===== src/rtl/ts0_link_pkg.sv =====
package ts0_link_pkg;
  localparam int unsigned BYTE_W    = 8;
  localparam int unsigned DATA_W    = BYTE_W - 1;
  localparam int unsigned SLOT_BITS = 8;

  typedef logic [BYTE_W-1:0] octet_t;

  localparam octet_t IDLE_OCTET = '1;

  typedef enum logic [1:0] {
    RX_NONE,
    RX_ADDR,
    RX_DATA
  } rx_kind_e;

  typedef enum logic {
    TX_HEAD,
    TX_TAIL
  } tx_phase_e;
endpackage


===== src/rtl/ts0_link_timer.sv =====
module ts0_link_timer
  import ts0_link_pkg::*;
#(
  parameter  int unsigned FRAME_BITS = 256,
  localparam int unsigned CNT_W      = $clog2(FRAME_BITS)
) (
  input  logic             clk,
  input  logic             rst_n,
  input  logic             bit_en,
  input  logic             frame_start,
  output logic             frame_edge,
  output logic             slot_bit,
  output logic             slot_last,
  output logic [CNT_W-1:0] bit_pos
);
  localparam logic [CNT_W-1:0] CNT_MAX  = '1;
  localparam logic [CNT_W-1:0] SLOT_END = CNT_W'(SLOT_BITS);
  localparam logic [CNT_W-1:0] LAST_IDX = CNT_W'(SLOT_BITS - 1);

  logic [CNT_W-1:0] cnt_q, cnt_d;
  logic             synced_q, synced_d;
  logic [CNT_W-1:0] cur_idx;
  logic             in_window;

  // position of the bit being sampled at this strobe
  always_comb begin
    frame_edge = bit_en & frame_start;
    in_window  = synced_q && (cnt_q < SLOT_END);
    slot_bit   = frame_edge || (bit_en && in_window);
    cur_idx    = frame_start ? '0 : cnt_q;
    slot_last  = slot_bit && (cur_idx == LAST_IDX);
  end

  always_comb begin
    cnt_d    = cnt_q;
    synced_d = synced_q;
    if (frame_edge) begin
      cnt_d    = CNT_W'(1);
      synced_d = 1'b1;
    end else if (bit_en && (cnt_q != CNT_MAX)) begin
      cnt_d = cnt_q + 1'b1;
    end
  end

  always_ff @(posedge clk or negedge rst_n) begin
    if (!rst_n) begin
      cnt_q    <= '0;
      synced_q <= 1'b0;
    end else begin
      cnt_q    <= cnt_d;
      synced_q <= synced_d;
    end
  end

  assign bit_pos = cnt_q;
endmodule


===== src/rtl/ts0_link_rx.sv =====
module ts0_link_rx
  import ts0_link_pkg::*;
#(
  parameter int unsigned ADDR_W = 6
) (
  input  logic              clk,
  input  logic              rst_n,
  input  logic              slot_bit,
  input  logic              slot_last,
  input  logic              ser_in,
  output logic              wr_stb,
  output logic [ADDR_W-1:0] wr_addr,
  output logic [DATA_W-1:0] wr_data
);
  logic [DATA_W-1:0] acc_q, acc_d;
  logic [ADDR_W-1:0] hold_q, hold_d;
  logic              armed_q, armed_d;
  logic              stb_d;
  logic [ADDR_W-1:0] addr_d;
  logic [DATA_W-1:0] data_d;
  octet_t            octet;
  rx_kind_e          kind;

  // classify the byte completing at this strobe
  always_comb begin
    octet = {acc_q, ser_in};
    if (!slot_last)           kind = RX_NONE;
    else if (octet[BYTE_W-1]) kind = RX_DATA;
    else                      kind = RX_ADDR;
  end

  always_comb begin
    acc_d   = slot_bit ? {acc_q[DATA_W-2:0], ser_in} : acc_q;
    hold_d  = hold_q;
    armed_d = armed_q;
    stb_d   = 1'b0;
    addr_d  = wr_addr;
    data_d  = wr_data;
    case (kind)
      RX_ADDR: begin
        hold_d  = octet[ADDR_W-1:0];
        armed_d = 1'b1;
      end
      RX_DATA: begin
        if (armed_q) begin
          stb_d   = 1'b1;
          addr_d  = hold_q;
          data_d  = octet[DATA_W-1:0];
          armed_d = 1'b0;
        end
      end
      default: ;
    endcase
  end

  always_ff @(posedge clk or negedge rst_n) begin
    if (!rst_n) begin
      acc_q   <= '0;
      hold_q  <= '0;
      armed_q <= 1'b0;
      wr_stb  <= 1'b0;
      wr_addr <= '0;
      wr_data <= '0;
    end else begin
      acc_q   <= acc_d;
      hold_q  <= hold_d;
      armed_q <= armed_d;
      wr_stb  <= stb_d;
      if (stb_d) begin
        wr_addr <= addr_d;
        wr_data <= data_d;
      end
    end
  end
endmodule


===== src/rtl/ts0_link_tx.sv =====
module ts0_link_tx
  import ts0_link_pkg::*;
#(
  parameter int unsigned       ADDR_W     = 6,
  parameter int unsigned       ALARM_W    = 7,
  parameter logic [ADDR_W-1:0] ALARM_ADDR = 6'h05
) (
  input  logic               clk,
  input  logic               rst_n,
  input  logic               bit_en,
  input  logic               frame_edge,
  input  logic [ALARM_W-1:0] alarm_set,
  output logic               ser_out,
  output logic [ALARM_W-1:0] pending
);
  localparam octet_t HEAD_OCTET = {1'b0, DATA_W'(ALARM_ADDR)};

  logic [ALARM_W-1:0] pend_q, pend_d;
  logic [ALARM_W-1:0] sel_q, sel_d;
  logic [ALARM_W-1:0] pick, clr;
  tx_phase_e          phase_q, phase_d;
  octet_t             sreg_q, sreg_d;
  octet_t             next_octet;

  // isolate the lowest pending alarm
  assign pick = pend_q & (~pend_q + 1'b1);

  always_comb begin
    next_octet = IDLE_OCTET;
    phase_d    = phase_q;
    sel_d      = sel_q;
    clr        = '0;
    if (frame_edge) begin
      if (phase_q == TX_TAIL) begin
        next_octet = {1'b1, DATA_W'(sel_q)};
        phase_d    = TX_HEAD;
      end else if (|pend_q) begin
        next_octet = HEAD_OCTET;
        sel_d      = pick;
        clr        = pick;
        phase_d    = TX_TAIL;
      end
    end
  end

  always_comb begin
    pend_d = (pend_q & ~clr) | alarm_set;
    if (frame_edge)  sreg_d = next_octet;
    else if (bit_en) sreg_d = {sreg_q[BYTE_W-2:0], 1'b1};
    else             sreg_d = sreg_q;
  end

  always_ff @(posedge clk or negedge rst_n) begin
    if (!rst_n) begin
      pend_q  <= '0;
      sel_q   <= '0;
      phase_q <= TX_HEAD;
      sreg_q  <= IDLE_OCTET;
    end else begin
      pend_q  <= pend_d;
      sel_q   <= sel_d;
      phase_q <= phase_d;
      sreg_q  <= sreg_d;
    end
  end

  assign ser_out = sreg_q[BYTE_W-1];
  assign pending = pend_q;
endmodule


===== src/rtl/ts0_ctrl_link.sv =====
module ts0_ctrl_link
  import ts0_link_pkg::*;
#(
  parameter int unsigned       FRAME_BITS = 256,
  parameter int unsigned       ADDR_W     = 6,
  parameter int unsigned       ALARM_W    = 7,
  parameter logic [ADDR_W-1:0] ALARM_ADDR = 6'h05
) (
  input  logic               clk,
  input  logic               rst_n,
  input  logic               bit_en,
  input  logic               frame_start,
  input  logic               ser_in,
  output logic               ser_out,
  input  logic [ALARM_W-1:0] alarm_set,
  output logic [ADDR_W-1:0]  wr_addr,
  output logic [DATA_W-1:0]  wr_data,
  output logic               wr_stb
);
  localparam int unsigned CNT_W = $clog2(FRAME_BITS);

  logic [1:0]         rst_pipe;
  logic               rst_n_i;
  logic               frame_edge, slot_bit, slot_last;
  logic [CNT_W-1:0]   bit_pos;
  logic [ALARM_W-1:0] alarm_pending;

  // asynchronous assert, synchronous release
  always_ff @(posedge clk or negedge rst_n) begin
    if (!rst_n) rst_pipe <= '0;
    else        rst_pipe <= {rst_pipe[0], 1'b1};
  end
  assign rst_n_i = rst_pipe[1];

  ts0_link_timer #(.FRAME_BITS(FRAME_BITS)) u_timer (
    .clk        (clk),
    .rst_n      (rst_n_i),
    .bit_en     (bit_en),
    .frame_start(frame_start),
    .frame_edge (frame_edge),
    .slot_bit   (slot_bit),
    .slot_last  (slot_last),
    .bit_pos    (bit_pos)
  );

  ts0_link_rx #(.ADDR_W(ADDR_W)) u_rx (
    .clk      (clk),
    .rst_n    (rst_n_i),
    .slot_bit (slot_bit),
    .slot_last(slot_last),
    .ser_in   (ser_in),
    .wr_stb   (wr_stb),
    .wr_addr  (wr_addr),
    .wr_data  (wr_data)
  );

  ts0_link_tx #(
    .ADDR_W    (ADDR_W),
    .ALARM_W   (ALARM_W),
    .ALARM_ADDR(ALARM_ADDR)
  ) u_tx (
    .clk       (clk),
    .rst_n     (rst_n_i),
    .bit_en    (bit_en),
    .frame_edge(frame_edge),
    .alarm_set (alarm_set),
    .ser_out   (ser_out),
    .pending   (alarm_pending)
  );
endmodule


===== config.mk =====
export PLATFORM = sky130hd
export DESIGN_NAME = ts0_ctrl_link
export DESIGN_NICKNAME = d
export VERILOG_FILES = /design/src/rtl/ts0_link_pkg.sv /design/src/rtl/ts0_link_timer.sv /design/src/rtl/ts0_link_rx.sv /design/src/rtl/ts0_link_tx.sv /design/src/rtl/ts0_ctrl_link.sv
export SDC_FILE = /design/constraint.sdc
export NUM_CORES = 1
export LEC_CHECK = 0
export BUFFER_PORTS_ARGS = -buffer_cell sky130_fd_sc_hd__buf_2
export CORE_ASPECT_RATIO = 0.6
export CORE_MARGIN = 2
export CORE_UTILIZATION = 39
export CTS_CLUSTER_DIAMETER = 60
export DETAILED_ROUTE_END_ITERATION = 10
export SLEW_MARGIN = 20
export SYNTH_ARGS = -nofsm -noshare
export SYNTH_HDL_FRONTEND = slang
export SYNTH_HIERARCHICAL = 1
export SYNTH_SLANG_ARGS = --single-unit

===== constraint.sdc =====
create_clock -name clk -period 2.3 [get_ports clk]
set_input_delay 0.23 -clock clk [delete_from_list [all_inputs] [get_ports clk]]
set_output_delay 0.23 -clock clk [all_outputs]
set_load 0.02 [all_outputs]

# After elaboration in Yosys (flattened, before gate mapping)
# Index checks and enable logic that the tools add are counted.
[classes] n_addsub=2 mul=0 n_div=0 n_lt_le_gt_ge=1 n_eq_ne=4 n_shift=0 n_mux=17 bitwise_logic=7 n_reduce_logical=11
[op_table] op="8-bit two-way mux" n=7
[op_table] op="7-bit two-way mux" n=3
[op_table] op="7-bit AND" n=2
[op_table] op="7-bit NOT" n=2
[op_table] op="8-bit by 1-bit adder with 8-bit output (second input constant)" n=1
[op_table] op="8-bit by 3-bit equality test with 1-bit output (second input constant)" n=1
[op_table] op="8-bit by 4-bit less-than comparator with 1-bit output (second input constant)" n=1
[op_table] op="8-bit inequality test (second input constant)" n=1
[op_table] op="7-bit by 1-bit adder with 7-bit output (second input constant)" n=1
[op_table] op="7-bit OR" n=1
[op_table] op="7-bit OR reduction" n=1
[op_table] op="3-bit AND reduction" n=2
[op_table] op="2-bit nonzero test" n=3
[op_table] op="1-bit logical AND" n=4
[op_table] op="1-bit two-way mux" n=4
[op_table] op="2-bit two-way mux" n=2
[op_table] op="2-bit by 1-bit equality test with 1-bit output (second input constant)" n=1
[op_table] op="2-bit equality test (second input constant)" n=1
[op_table] op="1-bit case mux with 2 select lines" n=1
[op_table] op="1-bit AND" n=1
[op_table] op="1-bit logical OR" n=1
[op_table] op="1-bit NOT" n=1
[totals] reg_bits=62 latch_bits=0 ram_bits=0 mem_bits_ro=0 output_inout_bits=15 wordCells=55 mem_count=0

# Logic depth before layout (Yosys ltp)
# Gate-level depths: netlist (run 1).
[depth] ltp_word=9 ltp_mapped=7 ltp_nobuf=5

# Cells and area by module
# Netlist (run 1), hierarchy kept.
[modules_own_cells] module="ts0_link_tx" instances=1 cells_per_inst=101 area_each_um2=1088.5 seq_area_each_um2=585.6
[modules_own_cells] module="ts0_link_rx" instances=1 cells_per_inst=62 area_each_um2=1077.3 seq_area_each_um2=700.7
[modules_own_cells] module="ts0_link_timer" instances=1 cells_per_inst=56 area_each_um2=558.0 seq_area_each_um2=225.2
[modules_own_cells] module="ts0_ctrl_link" instances=1 cells_per_inst=3 area_each_um2=53.8 seq_area_each_um2=50.0

# Worst setup path after synthesis (run 1)
# No wires, ideal clock.
[synth_path] path_type="register to register" start="reg u_timer.cnt_q[4], in the netlist u_timer/bit_pos[4]" end="reg u_rx.wr_addr[0]" setup_ns=0.125 t_arrival_ns=1.615 required_ns=2.175 path_slack_ns=0.560 path_stages_with_launch=7 path_cell_list="dfrtp_1 > nor4_1 > and3_1 > and2_1 > nand3_2 > buf_6 > mux2_4"
[synth_via] elab_chain_cells=9 word_cells_on_any_way=11 cone_classes="order compare: 1; eq/ne: 2; mux: 3; reduce/logical: 5"
[synth_lines] item="start: declaration" line="ts0_link_timer.sv:20" source="logic [CNT_W-1:0] cnt_q, cnt_d;"
[synth_lines] item="start signal: assignment" line="ts0_link_timer.sv:50" source="cnt_q <= cnt_d;"
[synth_lines] item="8-bit by 4-bit less-than comparator with 1-bit output" line="ts0_link_timer.sv:28" source="in_window = synced_q && (cnt_q < SLOT_END);"
[synth_lines] item="1-bit logical AND" line="ts0_link_timer.sv:28"
[synth_lines] item="1-bit logical AND" line="ts0_link_timer.sv:29" source="slot_bit = frame_edge || (bit_en && in_window);"
[synth_lines] item="1-bit logical OR" line="ts0_link_timer.sv:29"
[synth_lines] item="1-bit logical AND *" line="ts0_link_timer.sv:31" source="slot_last = slot_bit && (cur_idx == LAST_IDX);"
[synth_lines] item="net slot_last" line="ts0_ctrl_link.sv:24" source="logic frame_edge, slot_bit, slot_last;"
[synth_lines] item="2-bit two-way mux *" line="ts0_link_rx.sv:27" source="if (!slot_last) kind = RX_NONE;"
[synth_lines] item="2-bit equality test *" line="ts0_link_rx.sv:39" source="case (kind)"
[synth_lines] item="1-bit two-way mux" line="ts0_link_rx.sv:39"
[synth_lines] item="3-bit AND reduction (no line) *"
[synth_lines] item="end signal: assignment" line="ts0_link_rx.sv:70" source="wr_addr <= addr_d;"
[synth_lines] item="end: declaration" line="ts0_link_rx.sv:12" source="output logic [ADDR_W-1:0] wr_addr,"
# Mark *: on every way through the listed nets, which the timed path passes. The rest lies on a longest branch.
# A chain may end at the register's enable or synchronous reset.

# Worst setup path after layout (run 1)
[layout_path] start="reg u_timer.cnt_q[4], in the netlist u_timer/bit_pos[4]" end="reg u_rx.wr_addr[1]"
# Same word-level chain as after synthesis.

==> metrics.txt, run 1 <==
post-synthesis average cell area=approximately 13 um^2; share of layout cells above drive strength 1=0.354; Total Wirelength=~5.2 mm; Clock transition at path regs=approximately 0.050 ns; post-CTS setup buffer count=0; post-route ant nets=0; drt drc=0; DRT Pass-1 Iters=4; die width=between 100 and 150 um; Tmin final=about 1.8 ns; Worst EP required=about 2.5 ns; Max Slew Vio Count=0; pwr/cell area=845 nW/um^2; GRT busiest layer=met1; CTS Sinks=62; Syn. warnings=6; number of global-route vias before repair=roughly 1800; core area=between 6000 and 7000 um^2; detailed-route via count=~1800; slew margin rel.=0.558; TNS Setup=0 ns; highest clock rate=approximately 0.55 GHz; Vias/cell=5.22; Setup crit start kind=flip-flop; Power, Total=between 2 and 3 mW; Worst Path Max Fanout=14; Skew-Pair Late Insertion Delay=0.32 ns; Max stage delay on crit path=between 0.4 and 0.5 ns; M2 GR Usage=0.190; NumNets Final=around 270; commonest non-fill, non-tap cells in the layout=53 x dfrtp_1, 26 x buf_2, 19 x mux2_2; most common cell after layout, fill and taps aside=dfrtp_1; Post-Synthesis Cells=between 200 and 250; Worst Hold Class=in -> reg; routability cong.=around 0.83; largest net degree at the start of global routing=33; Die H=about 69 um; cell area after placement=between 2000 and 3000 um^2; 1st-iter DRT viols=64; leakage power total=about 1.5 nW; final setup violation count=0; Row Count=23; Worst-Margin Slew=0.663 ns; utilization after layout=0.483; Crit-path slowest cell=dfrtp_1; first-pass GRT wire length=about 9.0 mm; Place WS=0.486 ns; area of the mapped netlist=between 2000 and 3000 um^2; hold-fix buffers at CTS=1; Post-Layout Cell Count=~350; routing usage on met1=0.221; Syn Nets=between 200 and 250; post_cts resized=0; crit end category=flip-flop; initial antenna violation count=0; RSZ-0062 raised after global routing=no; Peak supply drop=slightly below 0.5 mV; IO Pins=27; FF/Latch Area=around 1600 um^2; drt wl/cell=between 15 and 20 um; Tcrit/Tclk final=0.794; Die ar.=around 7800 um^2; CP Class=reg -> reg; Worst Path Buf+Inv=1; Total Routing Usage GR=0.148; area of the multi-input gates=approximately 1100 um^2; Antenna Cells=0; PortBufs=26; CTS tree=done; met3 usage=0.0664; GRT Residual Overflow=0; Crit path max-delay family=simple AND/OR/NAND/NOR gates; Placed Cells=330; status=finished clean; clk buf depth=2; skew final=slightly below 0.003 ns; Fin. Hold Viols=0; area delta synth->final=17.9%; worst hold slack=0.0840 ns; CP cell instances=nor4_1, and3_1, and2_1, nand3_2, buf_4, mux2_4; H-tree depth=3; Root Driver=clkbuf_16; Max Cap Violations=0; final instance area=3270 um^2; Initial Util=0.410; CP arrival=around 2.0 ns; dpl hpwl=~3.7 mm; Fill cells=approximately 600; setup ws final=0.473 ns; CTS Buf Count=9
[layout make-up]
type | instances | share of cell area
tap | 87 | 0.0333
multi-input combinational | 141 | 0.340
clock inverter | 5 | 0.00843
sequential | 62 | 0.478
timing repair buffer | 32 | 0.0582
clock buffer | 11 | 0.0712
inverter | 9 | 0.0103
[path summary, 6_finish.rpt]
path / startpoint / endpoint / slack, ns / depth (start not counted)
worst max-delay path: u_timer/bit_pos[4] / u_rx/wr_addr[1] / 0.47 / 6
worst min-delay path: alarm_set[0] / u_tx/pending[0] / 0.08 / 2
worst max register to register: u_timer/bit_pos[4] / u_rx/wr_addr[1] / 0.47 / 6
worst min register to register: rst_pipe[1] / u_rx/hold_q[1] / 0.31 / 0
max in group asynchronous: rst_pipe[1] / u_timer/bit_pos[0] / 1.40 / 1
min in group asynchronous: rst_n / rst_pipe[0] / 0.22 / 2
[layer usage]
metal / vias up / wire length [um]
met5: - / 0
met4: 0 / 55
met3: 8 / 297
met2: 32 / 2100
met1: 889 / 2770
li1: 883 / -
[sequential cells by signal, summed over array words and instances (netlist names), 2 cells and up]
signal,cells
rst_pipe,2
u_tx/pending,7
u_tx/sel_q,7
u_rx/hold_q,6
u_timer/bit_pos,8
u_rx/wr_addr,6
u_tx/sreg_q,8
u_rx/acc_q,7
u_rx/wr_data,7
[power by group]
group          leakage (nW)  switching, mW  total, mW  internal (mW)
Sequential            0.763          0.116       1.34           1.23
Combinational         0.628          0.109      0.248          0.139
Clock                 0.129          0.449       1.17          0.720
Total                  1.52          0.674       2.76           2.09
(Power assumes the default switching activity.)
==> inputs of run 2 (changes only) <==
--- a/config.mk
+++ b/config.mk
@@ -5,6 +5,7 @@
 export SDC_FILE = /design/constraint.sdc
 export NUM_CORES = 1
 export LEC_CHECK = 0
+export ABC_AREA = 1
 export BUFFER_PORTS_ARGS = -buffer_cell sky130_fd_sc_hd__buf_2
 export CORE_ASPECT_RATIO = 0.6
 export CORE_MARGIN = 2
==> constraint.sdc (replaced) <==
create_clock -name clk -period 1.7 [get_ports clk]
set_input_delay 0.17 -clock clk [delete_from_list [all_inputs] [get_ports clk]]
set_output_delay 0.17 -clock clk [all_outputs]
set_load 0.02 [all_outputs]
==> run 2 against run 1 <==
  * Worst setup slack worse by 0.29 ns
  * Utilization down 0.57 points
  * Die area up 3.3%
  * Non-clock buffer count up 2
  * Sequential share of layout area fell by 2.2 points
  * Largest power group unchanged
==> metrics.txt, run 2 <==
final instance area=3430 um^2 (was 3270 um^2); Root Driver=clkbuf_16 (unchanged); cell area after placement=3120 um^2 (was 3000 um^2); Tcrit/Tclk final=0.890 (was 0.794); Crit-path slowest cell=dfrtp_1 (unchanged); Max stage delay on crit path=0.43 ns (about the same); highest clock rate=0.661 GHz (was 0.547 GHz); Die H=70.4 um (was 69.3 um); initial antenna violation count=0 (unchanged); Antenna Cells=0 (unchanged); core area=7180 um^2 (was 6760 um^2); Worst Path Max Fanout=13 (was 14); post-synthesis average cell area=8.77 um^2 (was 12.5 um^2); clk buf depth=2 (unchanged); Clock transition at path regs=0.05 ns (about the same); CTS Sinks=62 (unchanged); Row Count=24 (was 23); drt drc=0 (unchanged); leakage power total=1.82 nW (was 1.52 nW); largest net degree at the start of global routing=36 (was 33); CP cell instances=inv_1, nand2_1, nor3_2, o211ai_1, inv_2, buf_4, nand4_1, nand2_1 (was nor4_1, and3_1, and2_1, nand3_2, buf_4, mux2_4); most used cell, CP=nand2_1; commonest non-fill, non-tap cells in the layout=110 x nand2_1, 53 x dfrtp_1, 31 x inv_1, 26 x buf_2, 20 x nor2_1 (was 53 x dfrtp_1, 26 x buf_2, 19 x mux2_2); Setup crit start kind=flip-flop (unchanged); Worst EP required=1.96 ns (was 2.51 ns); most common cell after layout, fill and taps aside=nand2_1 (was dfrtp_1); CTS tree=done (unchanged); Tmin final=1.51 ns (was 1.83 ns); Skew-Pair Late Insertion Delay=0.33 ns (was 0.32 ns); CTS Buf Count=9 (unchanged); Worst-Margin Slew=0.528 ns (was 0.663 ns); slew margin rel.=0.648 (was 0.558); Initial Util=0.399 (was 0.410); Die ar.=8070 um^2 (was 7820 um^2); Fill cells=688 (was 606); hold-critical path depth=2 (unchanged); number of global-route vias before repair=2093 (was 1760); drt wl/cell=12.8 um (was 15.1 um); CP arrival=1.77 ns (was 2.03 ns); dpl hpwl=4.17 mm (was 3.70 mm); Total Routing Usage GR=0.166 (was 0.148); H-tree depth=3 (unchanged); Crit path max-delay family=simple AND/OR/NAND/NOR gates (unchanged); DRT Pass-1 Iters=5 (was 4); first-pass GRT wire length=10.2 mm (was 9.05 mm); Vias/cell=4.76 (was 5.22); TNS Setup=0 ns (unchanged); Max Slew Vio Count=0 (unchanged); PortBufs=26 (unchanged); GRT Residual Overflow=0 (unchanged); Post-Synthesis Cells=327 (was 221); post-CTS setup buffer count=0 (unchanged); area of the mapped netlist=2870 um^2 (was 2770 um^2); crit end category=flip-flop (unchanged); reg2reg path depth=8 (was 6); NumNets Final=377 (was 268); Worst Hold Class=in -> reg (unchanged); routability cong.=0.865 (was 0.834); pwr/cell area=1230 nW/um^2 (was 845 nW/um^2); RSZ-0062 raised after global routing=no (unchanged); share of layout cells above drive strength 1=0.228 (was 0.354); skew final=0.00332 ns (was 0.00292 ns); Max Cap Violations=0 (unchanged); status=finished clean (unchanged); 1st-iter DRT viols=137 (was 64); Fin. Hold Viols=0 (unchanged); area delta synth->final=19.5% (was 17.9%); Total Wirelength=5.87 mm (was 5.23 mm); Worst Path Buf+Inv=3 (was 1); FF-to-FF setup slack=0.19 ns (was 0.47 ns); post-route ant nets=0 (unchanged); IO Pins=27 (unchanged); die width=115 um (was 113 um); Peak supply drop=0.687 mV (was 0.482 mV); Syn Nets=340 (was 234); Syn. warnings=6 (unchanged); final setup violation count=0 (unchanged); CP Class=reg -> reg (unchanged); Worst path depth=8 (was 6); detailed-route via count=2186 (was 1812)
[run 2: final cells by class]
cell class / count / area (um^2) / share of cell area
Sequential cell: 62 / 1560 / 0.456
Multi-Input combinational cell: 220 / 1110 / 0.324
Clock buffer: 14 / 264 / 0.0771
Timing Repair Buffer: 34 / 205 / 0.0599
Inverter: 37 / 139 / 0.0405
Tap cell: 91 / 114 / 0.0332
Clock inverter: 1 / 30.0 / 0.00877
[run 2: power breakdown]
part	leakage (nW)	internal [mW]	switching (mW)
clock	0.143	1.21	0.595
sequential	0.765	1.69	0.193
combinational	0.908	0.198	0.326
[run 2: worst paths after layout]
check                              startpoint              end
max reg2reg                u_timer/bit_pos[4]  u_rx/wr_data[1]
max                        u_timer/bit_pos[4]  u_rx/wr_data[1]
min reg2reg                       rst_pipe[1]    u_tx/sel_q[6]
min in group asynchronous               rst_n      rst_pipe[1]
min                              alarm_set[1]  u_tx/pending[1]
max in group asynchronous         rst_pipe[1]   u_tx/sreg_q[7]
[run 2: routing by layer]
layer | part of all wire | GRT usage | vias up
met4 | 0.014 | 0.0650 | 0
li1 | - | - | 1116
met2 | 0.38 | 0.211 | 41
met1 | 0.55 | 0.254 | 1020
met3 | 0.051 | 0.0582 | 9
met5 | 0 | 0 | -
[run 2: worst register-to-register path, cell delays in order, from the launching register on]
cell      delay [ns]
dfrtp_1         0.43
inv_1           0.09
nand2_1         0.06
nor3_2          0.18
o211ai_1        0.12
inv_2           0.12
buf_4           0.20
nand4_1         0.14
nand2_1         0.11
[run 2: what timing repair did]
item	CTS	global route
setup endpoints to repair	0	26
gates resized for setup	0	2
hold buffers	1	0
endpoints found under the hold margin	2	0
[run 2: through the flow]
stage	worst slack, ns	utilization	std cells	hold slack, ns	total power [mW]
after floorplan	0.192	-	327	-0.126	2.25
final	0.187	0.477	459	0.0226	4.21
after detailed placement	0.0695	0.434	443	-0.0385	2.42
after global routing	0.0236	0.477	459	0.0146	4.43
after global placement	0.124	0.434	443	-0.0432	2.40
after CTS	0.0607	0.477	459	0.0154	4.25
